[config.mk]
export PLATFORM = sky130hd
export DESIGN_NAME = mtimer_chan
export DESIGN_NICKNAME = d
export VERILOG_FILES = /design/src/rtl/mtc_pkg.sv /design/src/rtl/mtc_regs.sv /design/src/rtl/mtc_src.sv /design/src/rtl/mtc_core.sv /design/src/rtl/mtimer_chan.sv
export SDC_FILE = /design/constraint.sdc
export NUM_CORES = 1
export LEC_CHECK = 0
export ABC_CLOCK_PERIOD_IN_PS = 2800
export CORE_MARGIN = 3
export CORE_UTILIZATION = 38
export DETAILED_ROUTE_END_ITERATION = 8
export DONT_BUFFER_PORTS = 1
export GPL_TIMING_DRIVEN = 0
export SYNTH_ARGS = -nofsm -noshare
export SYNTH_HDL_FRONTEND = slang
export SYNTH_SLANG_ARGS = --single-unit
[constraint.sdc]
create_clock -name clk -period 2.8 [get_ports clk]
set_input_delay 0.28 -clock clk [delete_from_list [all_inputs] [get_ports clk]]
set_output_delay 0.28 -clock clk [all_outputs]
set_load 0.02 [all_outputs]
[src/rtl/mtc_pkg.sv]
package mtc_pkg;
  parameter int CNT_W  = 16;
  parameter int BYTE_W = 8;
  parameter int N_CLK  = 4;

  typedef enum logic [1:0] {
    MD_TIMER   = 2'b00,
    MD_EVENT   = 2'b01,
    MD_ONESHOT = 2'b10,
    MD_PWM     = 2'b11
  } mode_e;

  typedef struct packed {
    logic       gate;
    logic       falling;
    logic [1:0] esel;
    logic [1:0] csel;
    mode_e      mode;
  } cfg_t;

  function automatic logic [CNT_W-1:0] f_dec(input logic [CNT_W-1:0] c);
    return c - CNT_W'(1);
  endfunction

  function automatic logic [CNT_W-1:0] f_inc(input logic [CNT_W-1:0] c);
    return c + CNT_W'(1);
  endfunction

  function automatic logic f_pwm_level(input logic [CNT_W-1:0] c,
                                       input logic [CNT_W-1:0] duty,
                                       input logic run);
    return run && ((~c) < duty);
  endfunction
endpackage

[src/rtl/mtc_regs.sv]
module mtc_regs
  import mtc_pkg::*;
(
  input  logic              clk,
  input  logic              rst_n,
  input  logic              wr_en,
  input  logic [1:0]        wr_addr,
  input  logic [BYTE_W-1:0] wr_data,
  input  logic              stop_req,
  output cfg_t              cfg,
  output logic [CNT_W-1:0]  reload,
  output logic              start,
  output logic              up,
  output logic              irq_clr,
  output logic              ld_lo,
  output logic              ld_hi,
  output logic              ld_full
);
  localparam logic [1:0] A_RLO = 2'd0;
  localparam logic [1:0] A_RHI = 2'd1;
  localparam logic [1:0] A_CFG = 2'd2;
  localparam logic [1:0] A_CTL = 2'd3;

  logic wr_ctl;
  assign wr_ctl  = wr_en && (wr_addr == A_CTL);
  assign irq_clr = wr_ctl && wr_data[2];
  assign ld_lo   = wr_en && (wr_addr == A_RLO) && !start;
  assign ld_hi   = wr_en && (wr_addr == A_RHI) && !start;
  assign ld_full = wr_ctl && wr_data[0] && !start && (cfg.mode == MD_PWM);

  always_ff @(posedge clk or negedge rst_n) begin
    if (!rst_n) begin
      cfg    <= '0;
      reload <= '0;
      start  <= 1'b0;
      up     <= 1'b0;
    end else begin
      if (wr_en && wr_addr == A_RLO) reload[BYTE_W-1:0] <= wr_data;
      if (wr_en && wr_addr == A_RHI) reload[CNT_W-1:BYTE_W] <= wr_data;
      if (wr_en && wr_addr == A_CFG) cfg <= cfg_t'(wr_data);
      if (wr_ctl) begin
        start <= wr_data[0];
        up    <= wr_data[1];
      end else if (stop_req) begin
        start <= 1'b0;
      end
    end
  end
endmodule

[src/rtl/mtc_src.sv]
module mtc_src
  import mtc_pkg::*;
(
  input  logic             clk,
  input  logic             rst_n,
  input  cfg_t             cfg,
  input  logic [N_CLK-1:0] tick_en,
  input  logic             pin_in,
  input  logic             prev_ovf,
  input  logic             next_ovf,
  input  logic             grp_ovf,
  output logic             tick,
  output logic             pin_s
);
  logic s1, s2, pd;
  logic pin_rise, pin_fall, ev_tick, clk_tick;

  always_ff @(posedge clk or negedge rst_n) begin
    if (!rst_n) begin
      s1 <= 1'b0;
      s2 <= 1'b0;
      pd <= 1'b0;
    end else begin
      s1 <= pin_in;
      s2 <= s1;
      pd <= s2;
    end
  end

  assign pin_s    = s2;
  assign pin_rise = s2 & ~pd;
  assign pin_fall = ~s2 & pd;

  always_comb begin
    case (cfg.esel)
      2'b00:   ev_tick = cfg.falling ? pin_fall : pin_rise;
      2'b01:   ev_tick = prev_ovf;
      2'b10:   ev_tick = next_ovf;
      default: ev_tick = grp_ovf;
    endcase
  end

  assign clk_tick = tick_en[cfg.csel] &&
                    ((cfg.mode != MD_TIMER) || !cfg.gate || pin_s);
  assign tick = (cfg.mode == MD_EVENT) ? ev_tick : clk_tick;

  AST_EVENT_IGNORES_CLK: assert property (@(posedge clk) disable iff (!rst_n)
    (cfg.mode == MD_EVENT && cfg.esel == 2'b01 && !prev_ovf) |-> !tick);
endmodule

[src/rtl/mtc_core.sv]
module mtc_core
  import mtc_pkg::*;
(
  input  logic              clk,
  input  logic              rst_n,
  input  cfg_t              cfg,
  input  logic [CNT_W-1:0]  reload,
  input  logic              start,
  input  logic              up,
  input  logic              tick,
  input  logic              irq_clr,
  input  logic              ld_lo,
  input  logic              ld_hi,
  input  logic              ld_full,
  input  logic [BYTE_W-1:0] ld_byte,
  output logic [CNT_W-1:0]  count,
  output logic              ovf,
  output logic              irq,
  output logic              pulse_out,
  output logic              stop_req,
  output logic              active
);
  localparam logic [CNT_W-1:0] ALL1 = {CNT_W{1'b1}};

  logic [CNT_W-1:0] nxt;
  logic             wrap, going_up, tog;

  assign active   = start && tick;
  assign going_up = (cfg.mode == MD_EVENT) && up;

  always_comb begin
    nxt  = count;
    wrap = 1'b0;
    if (active) begin
      if (going_up) begin
        if (count == ALL1) begin
          wrap = 1'b1;
          nxt  = reload;
        end else begin
          nxt = f_inc(count);
        end
      end else if (count == '0) begin
        wrap = 1'b1;
        nxt  = (cfg.mode == MD_PWM) ? ALL1 : reload;
      end else begin
        nxt = f_dec(count);
      end
    end else begin
      if (ld_full) nxt = ALL1;
      if (ld_lo)   nxt[BYTE_W-1:0] = ld_byte;
      if (ld_hi)   nxt[CNT_W-1:BYTE_W] = ld_byte;
    end
  end

  assign stop_req = wrap && (cfg.mode == MD_ONESHOT);

  always_ff @(posedge clk or negedge rst_n) begin
    if (!rst_n) begin
      count <= '0;
      ovf   <= 1'b0;
      tog   <= 1'b0;
      irq   <= 1'b0;
    end else begin
      count <= nxt;
      ovf   <= wrap;
      tog   <= tog ^ wrap;
      irq   <= wrap | (irq & ~irq_clr);
    end
  end

  assign pulse_out = (cfg.mode == MD_PWM) ? f_pwm_level(count, reload, start) : tog;

  AST_HOLD_STOPPED: assert property (@(posedge clk) disable iff (!rst_n)
    (!start && !ld_lo && !ld_hi && !ld_full) |=> $stable(count));
  AST_COUNT_DOWN: assert property (@(posedge clk) disable iff (!rst_n)
    (active && !going_up && count != '0) |=> count == CNT_W'($past(count) - CNT_W'(1)));
  AST_COUNT_UP: assert property (@(posedge clk) disable iff (!rst_n)
    (active && going_up && count != ALL1) |=> count == CNT_W'($past(count) + CNT_W'(1)));
  AST_PWM_WRAP: assert property (@(posedge clk) disable iff (!rst_n)
    (ovf && cfg.mode == MD_PWM && $past(cfg.mode) == MD_PWM) |-> count == ALL1);
endmodule

[src/rtl/mtimer_chan.sv]
module mtimer_chan
  import mtc_pkg::*;
(
  input  logic              clk,
  input  logic              rst_n,
  input  logic              wr_en,
  input  logic [1:0]        wr_addr,
  input  logic [BYTE_W-1:0] wr_data,
  input  logic [N_CLK-1:0]  tick_en,
  input  logic              pin_in,
  input  logic              prev_ovf,
  input  logic              next_ovf,
  input  logic              grp_ovf,
  output logic [CNT_W-1:0]  count_val,
  output logic              ovf_pulse,
  output logic              irq,
  output logic              pulse_out
);
  cfg_t             cfg;
  logic [CNT_W-1:0] reload;
  logic start, up, irq_clr, ld_lo, ld_hi, ld_full;
  logic tick, pin_s, stop_req, active;

  mtc_regs u_regs (
    .clk(clk), .rst_n(rst_n), .wr_en(wr_en), .wr_addr(wr_addr), .wr_data(wr_data),
    .stop_req(stop_req), .cfg(cfg), .reload(reload), .start(start), .up(up),
    .irq_clr(irq_clr), .ld_lo(ld_lo), .ld_hi(ld_hi), .ld_full(ld_full)
  );

  mtc_src u_src (
    .clk(clk), .rst_n(rst_n), .cfg(cfg), .tick_en(tick_en), .pin_in(pin_in),
    .prev_ovf(prev_ovf), .next_ovf(next_ovf), .grp_ovf(grp_ovf),
    .tick(tick), .pin_s(pin_s)
  );

  mtc_core u_core (
    .clk(clk), .rst_n(rst_n), .cfg(cfg), .reload(reload), .start(start), .up(up),
    .tick(tick), .irq_clr(irq_clr), .ld_lo(ld_lo), .ld_hi(ld_hi), .ld_full(ld_full),
    .ld_byte(wr_data), .count(count_val), .ovf(ovf_pulse), .irq(irq),
    .pulse_out(pulse_out), .stop_req(stop_req), .active(active)
  );

  AST_ONESHOT_STOP: assert property (@(posedge clk) disable iff (!rst_n)
    ($past(stop_req) && !$past(wr_en && wr_addr == 2'd3)) |-> !start);
  AST_IRQ_ON_OVF: assert property (@(posedge clk) disable iff (!rst_n)
    ovf_pulse |-> irq);
  AST_OVF_NEEDS_TICK: assert property (@(posedge clk) disable iff (!rst_n)
    ovf_pulse |-> $past(active));
  AST_TOGGLE: assert property (@(posedge clk) disable iff (!rst_n)
    (ovf_pulse && cfg.mode != MD_PWM && $past(cfg.mode) != MD_PWM)
      |-> pulse_out != $past(pulse_out));
  AST_GATE: assert property (@(posedge clk) disable iff (!rst_n)
    (cfg.mode == MD_TIMER && cfg.gate && !pin_s) |-> !tick);
endmodule

==> results of run 1 <==
## cell families (layout without fill, tap and decap cells)
logic type,after synthesis,after routing,synth area share
compound gates,107,107,0.216
flops,48,48,0.332
simple gates,143,143,0.222
fa+ha+maj,18,18,0.0623
buf+inv,53,63,0.0606
xor+xnor,15,15,0.0364
mux,22,22,0.0706
## placed cells by master, fill, tap and decap left out, types with 7 or more instances in the layout
master,instances
a21oi_1,16
nand3_1,13
nor3_1,9
mux2_2,18
xnor2_1,15
nand2_1,27
clkbuf_1,11
ha_1,18
o21ai_0,20
dfrtp_1,44
a31oi_1,7
nand4_1,13
inv_1,32
nor2_1,30
## worst reg2reg max path: stages (launching register included)
cell and delay, ns:
dfrtp_2 0.51, inv_1 0.17, ha_1 0.16, or4b_4 0.52, or3_4 0.45, o21ai_4 0.31, o22ai_1 0.15, o21bai_1 0.27
a221oi_2 0.12
## stage by stage
step                 util  setup slack, ns  power [mW]  instances
floorplan               -            0.441        2.44        406
global placement    0.420          -0.0298        2.85        532
detailed placement  0.420          -0.0260        2.87        532
CTS                 0.437          0.00603        3.37        543
global route        0.442          -0.0331        3.66        542
finish              0.442           0.0123        3.42        542
## power by group
| group | total (mW) | internal, mW | switching, mW |
|---|---|---|---|
| sequential | 1.29 | 0.876 | 0.410 |
| combinational | 1.67 | 0.675 | 0.997 |
| clock | 0.460 | 0.185 | 0.275 |
## routing by layer
metal  vias to the layer above  GRT usage
li1                       1527          -
met1                      1646      0.311
met2                       185      0.310
met3                        29     0.0498
met4                         0     0.0931
met5                         -          0
## repair_timing
action                     in CTS  in global routing
cloned                          0                  0
resized for setup               4                 12
pin swaps                       0                  1
hold endpoints to repair       49                  0
hold buffers                    3                  0
setup endpoints to repair       3                  7
## worst min path at each step
stage	start	end	slack, ns	cells past startpoint
after CTS	wr_data[0]	u_regs.start	0.07	2
final	wr_data[0]	u_regs.start	0.08	2
after global routing	wr_data[2]	u_regs.cfg[2]	0.08	1
after floorplan	rst_n	u_core.count[0]	-0.02	0
after detailed placement	rst_n	u_src.s1	-0.01	0
after global placement	rst_n	u_src.s1	-0.01	0
## layout make-up
class                   count  area [um^2]  share of cell area
multi-input cells         305         2240               0.565
flip-flops and latches     48         1210               0.304
well taps                 126          158              0.0397
inverters                  32          120              0.0303
plain buffers              20         98.8              0.0249
clock buffers               5         68.8              0.0173
repair buffers              3         47.5              0.0120
clock inverters             3         26.3             0.00662
==> flow_summary.ini, run 1 <==
[logic_synthesis]
yosysMostFrequentCell = dfrtp_1
synth.largest_area_cell = dfrtp_1
synth_top_cells_by_count = 48 x dfrtp_1, 32 x inv_1, 30 x nor2_1
async_flop_share = 1.00
synth.avg_cell_area_um2 = 8.90
synthFlopType = dfrtp_1
synth_edf_count = 0
syn-num-nets = 445
yosysUniqueCellTypes = 79
ys_seq_area_frac = 0.332
synthTopCellsByArea = dfrtp_1 33%, ha_1 6.2%, mux2_2 5.6%
yosys_warnings = 0
ys_ff_latch = 48
yosysTopAreaCellShare = 0.332
synth_area_um2 = 3610
synthCells = 406

[pwr]
total_leakage_power_nw = 1.61
peakVddDrop_uv = 368
power_density_nw_per_um2 = 862

[drt]
dr_wl_met3_um = 989
vias_per_cell = 6.25
vias = 3387
route.detailed.drc = 0
routed_wl_mm = 11.7
ant_nets = 0
first_pass_iters = 5
wl_met1_mm = 5.21
drtIter0Drc = 429
top_layer = met4
avgRoutedWirePerCell_um = 21.6
wl_met2_mm = 5.05

[clocking]
clkSlewWorstSetupHoldPaths_ns = 0.11
worstSkewPairLatency_ns = 0.32
h-tree-depth = 2
cts_root_buffer = clkbuf_8
post_cts_buffers = 0
numCtsBuffers = 5
clock_sinks = 48
cts_tree = built
clockBufferDepth = 2

[setup_path]
critPathBufInv = 1
crit_slowest_cell = or4b_4
slowest_delay_ns = 0.52
crit_type = register to register
worstReg2RegEnd = u_core.count[10]
cp-end-kind = register
cpLargestDelayFamily = simple AND/OR/NAND/NOR gates
r2r_cells = 8
reg2reg_from = u_core.count[0]
crit_chain = inv_1 > ha_1 > or4b_4 > or3_4 > o21ai_4 > o22ai_1 > o21bai_1 > a221oi_2
crit_path_end = u_core.count[10]
startpoint = u_core.count[0]
cp.depth = 8
crit_path_max_fanout = 8
arrival_ns = 2.97
start_kind = register
rrSetupSlack_ns = 0.01
required_ns = 2.98

[place]
portBuffers = 0
gp_congestion = 1.10
dp_hpwl_mm = 8.65
placed_area_um2 = 3770

[timing]
holdWs_ns = 0.0806
rsz0062_at_grt = true
finalHoldViolCount = 0
skew_ns = 0.0131
setup_tns_ns = 0
relSlewSlack = 0.409
drv_slew = 0
worst_pin_slew_ns = 0.887
layout_worst_path_cycle_share = 0.996
layout_min_cycle_time_ns = 2.79
final-setup-viol-count = 0
max_freq_ghz = 0.359

[floorplan]
initial_core_util = 0.403
num_rows = 34
fp.dieW_um = 104
num_io_pins = 40
die_height_um = 104
die_area_um2 = 10700
core-area_um2 = 8980

[global_route]
grt_max_degree = 49
grt-ovfl-total = 0
antenna_found_initial = 0
track_usage = 0.216
grt_pass1_wl_mm = 18.6
grt_pass1_vias = 3284

[layout]
diodes = 0
n_fill_cell = 909
syn_to_final_growth_pct = 9.80
layout-drive-gt1-share = 0.168
fin_area_um2 = 3970
fin_nets = 454
top_regs = u_core.count x16, u_regs.reload x16, u_regs.cfg x8

[status]
outcome = finished clean

[min_path]
hold_path.class = input port to register

[run]
cap_viol_max_count = 0
Note: power is estimated with default switching activity, not from simulation.
==> run 2, diff against run 1 <==
- CTS_BUF_LIST: default -> sky130_fd_sc_hd__clkbuf_4
==> run 2 against run 1 <==
  * Critical path type unchanged
  * Sequential share of layout area shrank 0.78 points
  * Utilization increased by 1.5 points
  * Sequential power barely moved
  * Hold slack got worse by 0.056 ns
  * Design area increased by 3.5%
  * Largest power group unchanged
  * Worst setup slack gained 0.038 ns
==> flow_summary.ini, run 2 (same netlist as run 1, synthesis figures left out) <==
[status]
outcome = finished clean

[drt]
drtIter0Drc = 459
wl_met2_mm = 5.54
first_pass_iters = 5
vias = 3488
ant_nets = 0
routed_wl_mm = 12.2
route.detailed.drc = 0
wl_met1_mm = 5.38
avgRoutedWirePerCell_um = 21.9
dr_wl_met3_um = 945
vias_per_cell = 6.25
top_layer = met4

[clocking]
numCtsBuffers = 5
cts_tree = built
cts_root_buffer = clkbuf_4
clockBufferDepth = 2
clock_sinks = 48
h-tree-depth = 2
clkSlewWorstSetupHoldPaths_ns = 0.17
worstSkewPairLatency_ns = 0.39

[setup_path]
rrSetupSlack_ns = 0.05
crit_chain = inv_1 > ha_1 > or4b_4 > or3_4 > o21ai_4 > o22ai_1 > o21bai_1 > a221oi_2
reg2reg_from = u_core.count[0]
crit_slowest_cell = dfrtp_2
cpLargestDelayFamily = simple AND/OR/NAND/NOR gates
crit_path_max_fanout = 8
r2r_cells = 8
arrival_ns = 3.02
required_ns = 3.07
start_kind = register
critPathBufInv = 1
cp-end-kind = register
crit_type = register to register
worstReg2RegEnd = u_core.count[10]
slowest_delay_ns = 0.53

[min_path]
min-delay-start = wr_data[5]
hold_path.class = input port to register
worstHoldPathCells = 2
holdPathEnd = u_regs.reload[5]

[timing]
skew_ns = 0.0230
drv_slew = 0
layout_min_cycle_time_ns = 2.75
max_freq_ghz = 0.364
final-setup-viol-count = 0
finalHoldViolCount = 0
rsz0062_at_grt = true
layout_worst_path_cycle_share = 0.982
relSlewSlack = 0.384
worst_pin_slew_ns = 0.916

[pwr]
internal_power_mw = 1.72
power_density_nw_per_um2 = 834
combPwrFrac = 0.510
finalPower_mw = 3.43
total_leakage_power_nw = 1.66
p_seq_frac = 0.381
swShare = 0.499
p_sw_mw = 1.71
clockPowerShare = 0.109
peakVddDrop_uv = 382

[layout]
layout-drive-gt1-share = 0.199
fin_util = 0.457
layout_commonest_cell = dfrtp_1
fin_area_um2 = 4110
syn_to_final_growth_pct = 13.6
fin_cells = 558
top_regs = u_core.count x16, u_regs.reload x16, u_regs.cfg x8
fin_nets = 470
diodes = 0
final_cell_mix = 36 x dfrtp_1, 31 x inv_1, 29 x nor2_1

[floorplan]
core-area_um2 = 8980
initial_core_util = 0.403
die_height_um = 104
fp.dieW_um = 104
die_area_um2 = 10700
num_rows = 34
num_io_pins = 40

[global_route]
grt_pass1_vias = 3257
grt_max_degree = 49
grt_pass1_wl_mm = 18.7
track_usage = 0.219
grt-ovfl-total = 0
antenna_found_initial = 0

[place]
place_inst = 532
dp_hpwl_mm = 8.65
portBuffers = 0
placed_area_um2 = 3770
gp_congestion = 1.10

[run]
cap_viol_max_count = 0
==> run 2: timing repair <==
item	CTS	global route
gates resized for setup	7	24
endpoints found under the hold margin	52	18
setup buffers	0	5
endpoints found under the setup margin	3	10
pin swaps	1	4
hold buffers	6	8
==> run 2: per-stage QoR <==
step	setup TNS, ns	hold slack (ns)	worst slack (ns)
after floorplan	0	-0.0156	0.441
after global placement	-0.0298	-0.0142	-0.0298
after detailed placement	-0.0362	-0.0141	-0.0260
after CTS	0	0.00758	0.0168
after global routing	-0.00869	0.00111	-0.00869
final	0	0.0248	0.0501
==> run 2: power groups by stage <==
stage,Combinational [mW],Sequential (mW),Clock (mW)
after global routing,1.91,1.34,0.420
after global placement,1.57,1.29,0
final,1.75,1.30,0.375
after floorplan,1.24,1.19,0
after CTS,1.62,1.29,0.391
after detailed placement,1.57,1.30,0
==> run 2: worst max-delay path by stage <==
stage | from | to | slack [ns] | depth (start not counted)
global route | u_core.count[0] | u_core.count[10] | -0.009 | 9
detailed placement | u_core.count[0] | u_core.count[10] | -0.03 | 8
floorplan | u_core.count[0] | u_core.count[8] | 0.44 | 8
CTS | u_core.count[1] | pulse_out | 0.02 | 8
finish | u_core.count[0] | u_core.count[10] | 0.05 | 8
global placement | u_core.count[0] | u_core.count[10] | -0.03 | 8
==> run 2: cell type report <==
type / instances / area [um^2]
inverter: 32 / 120
fill: 900 / 4870
clock buffer: 5 / 37.5
multi-input combinational: 305 / 2250
buffer: 20 / 108
tap: 126 / 158
timing repair buffer: 19 / 195
sequential: 48 / 1220
clock inverter: 3 / 26.3
==> run 2: layer usage <==
metal  GRT usage  vias to the layer above
li1            -                     1567
met5           0                        -
met3      0.0516                       23
met1       0.314                     1723
met4      0.0807                        0
met2       0.321                      175
==> run 3, diff against run 2 <==
--- a/config.mk
+++ b/config.mk
@@ -6,5 +6,5 @@
 export NUM_CORES = 1
 export LEC_CHECK = 0
-export ABC_CLOCK_PERIOD_IN_PS = 2800
+export ABC_CLOCK_PERIOD_IN_PS = 2560
 export CORE_MARGIN = 3
 export CORE_UTILIZATION = 38
==> constraint.sdc (replaced) <==
create_clock -name clk -period 2.56 [get_ports clk]
set_input_delay 0.384 -clock clk [delete_from_list [all_inputs] [get_ports clk]]
set_output_delay 0.384 -clock clk [all_outputs]
set_load 0.02 [all_outputs]
==> run 3 against run 2 <==
  * Sequential cell count unchanged
  * Clock power rose by 10%
  * Via count is the same
  * Non-clock buffer count shrank 3
  * Final cell count decreased by 0.54%
  * Design area increased by 2.4%
  * The run now ends with setup timing left
  * Hold slack gained 0.072 ns
  * Critical endpoint unchanged
  * Maximum frequency increased by 1.5%
  * Clock skew fell by 0.0029 ns
==> flow_summary.ini, run 3 (same netlist as run 1, synthesis figures left out) <==
[place]
place_inst = 532
placed_area_um2 = 3770
dp_hpwl_mm = 8.65
portBuffers = 0
gp_congestion = 1.10
place_ws_ns = -0.266

[pwr]
total_leakage_power_nw = 1.71
peakVddDrop_uv = 423
finalPower_mw = 3.94
power_density_nw_per_um2 = 938

[layout]
fin_util = 0.468
final_cell_mix = 34 x dfrtp_1, 28 x inv_1, 28 x nor2_1
diodes = 0
layout_commonest_cell = dfrtp_1
layout-drive-gt1-share = 0.266
fin_cells = 555
top_regs = u_core.count x16, u_regs.reload x16, u_regs.cfg x8
fin_area_um2 = 4210
syn_to_final_growth_pct = 16.4
fin_nets = 467

[floorplan]
initial_core_util = 0.403
die_area_um2 = 10700
core-area_um2 = 8980
num_io_pins = 40
die_height_um = 104
num_rows = 34
fp.dieW_um = 104

[global_route]
track_usage = 0.223
antenna_found_initial = 0
grt-ovfl-total = 0
grt_pass1_vias = 3318
grt_pass1_wl_mm = 19.0
grt_max_degree = 49

[clocking]
clockBufferDepth = 2
cts_root_buffer = clkbuf_4
clock_sinks = 48
worstSkewPairLatency_ns = 0.40
numCtsBuffers = 5
clkSlewWorstSetupHoldPaths_ns = 0.17
h-tree-depth = 2
cts_tree = built

[drt]
vias = 3488
routed_wl_mm = 12.1
avgRoutedWirePerCell_um = 21.8
drtIter0Drc = 506
first_pass_iters = 6
vias_per_cell = 6.28
route.detailed.drc = 0
ant_nets = 0

[timing]
post-route-worst-setup-slack_ns = -0.150
layout_worst_path_cycle_share = 1.06
finalHoldViolCount = 0
worst_pin_slew_ns = 0.859
layout_min_cycle_time_ns = 2.71
holdWs_ns = 0.0972
setup_tns_ns = -0.671
rsz0062_at_grt = true
final-setup-viol-count = 10
skew_ns = 0.0201
relSlewSlack = 0.422
drv_slew = 0
max_freq_ghz = 0.369

[status]
violations = setup timing
outcome = finished, violations left

[setup_path]
slowest_delay_ns = 0.52
crit_path_max_fanout = 7
cp-end-kind = register
crit_slowest_cell = dfrtp_2
required_ns = 2.83
start_kind = register
crit_chain = inv_2 > buf_4 > ha_1 > or4b_4 > or3_4 > o21ai_4 > o22ai_1 > o21bai_1 > a221oi_2
arrival_ns = 2.98
crit_type = register to register

[min_path]
hold_path.class = input port to register

[run]
cap_viol_max_count = 0
run 3: cell types whose count changed in the layout (fill, tap and decap cells not counted), sizes merged:
cell	before	now
buf	14	24
clkbuf	17	15
dlygate4sd3	13	2
run 3: report_power, final:
part	leakage [nW]	switching (mW)	total [mW]	internal (mW)
Clock	0.0362	0.296	0.413	0.117
Combinational	1.12	1.20	2.10	0.900
Sequential	0.551	0.457	1.43	0.974
run 3: cell type report:
| class | count | area (um^2) |
|---|---|---|
| repair buffers | 18 | 165 |
| plain buffers | 18 | 111 |
| clock buffers | 5 | 37.5 |
| multi-input cells | 305 | 2370 |
| flip-flops and latches | 48 | 1220 |
| fillers | 895 | 4770 |
| clock inverters | 3 | 26.3 |
| well taps | 126 | 158 |
| inverters | 32 | 120 |
run 3: path summary, 6_finish.rpt:
kind / slack (ns) / end / cells past startpoint / startpoint
worst max register to register: -0.15 / u_core.count[10] / 9 / u_core.count[1]
worst max-delay path: -0.15 / u_core.count[10] / 9 / u_core.count[1]
worst min-delay path: 0.1 / u_regs.start / 2 / wr_data[0]
min in group asynchronous: 0.46 / u_regs.cfg[7] / 2 / rst_n
max in group asynchronous: 1.86 / u_core.count[3] / 2 / rst_n
worst min register to register: 0.37 / u_src.pin_s / 0 / u_src.s1
run 3: critical path: cells and delay by family (launching register included):
kind	cells	cell delay (ns)
AOI/OAI and AO/OA	4	0.81
DFF	1	0.52
and+or+nand+nor	2	0.92
buffers and inverters	2	0.23
adders and majority gates	1	0.12
run 3: what timing repair did:
action / CTS / global route
cloned: 0 / 0
buffers inserted: 8 / 7
pin swaps: 19 / 10
gates resized for setup: 47 / 20
endpoints found under the hold margin: 49 / 0
setup endpoints to repair: 20 / 18
hold buffers: 3 / 0
run 3: routing by layer:
layer  wire length, um  vias up  GRT usage
met5                 0        -          0
met4               413        0     0.0798
met3              1090       35     0.0466
met2              5350      189      0.333
met1              5260     1698      0.318
li1                  -     1566          -
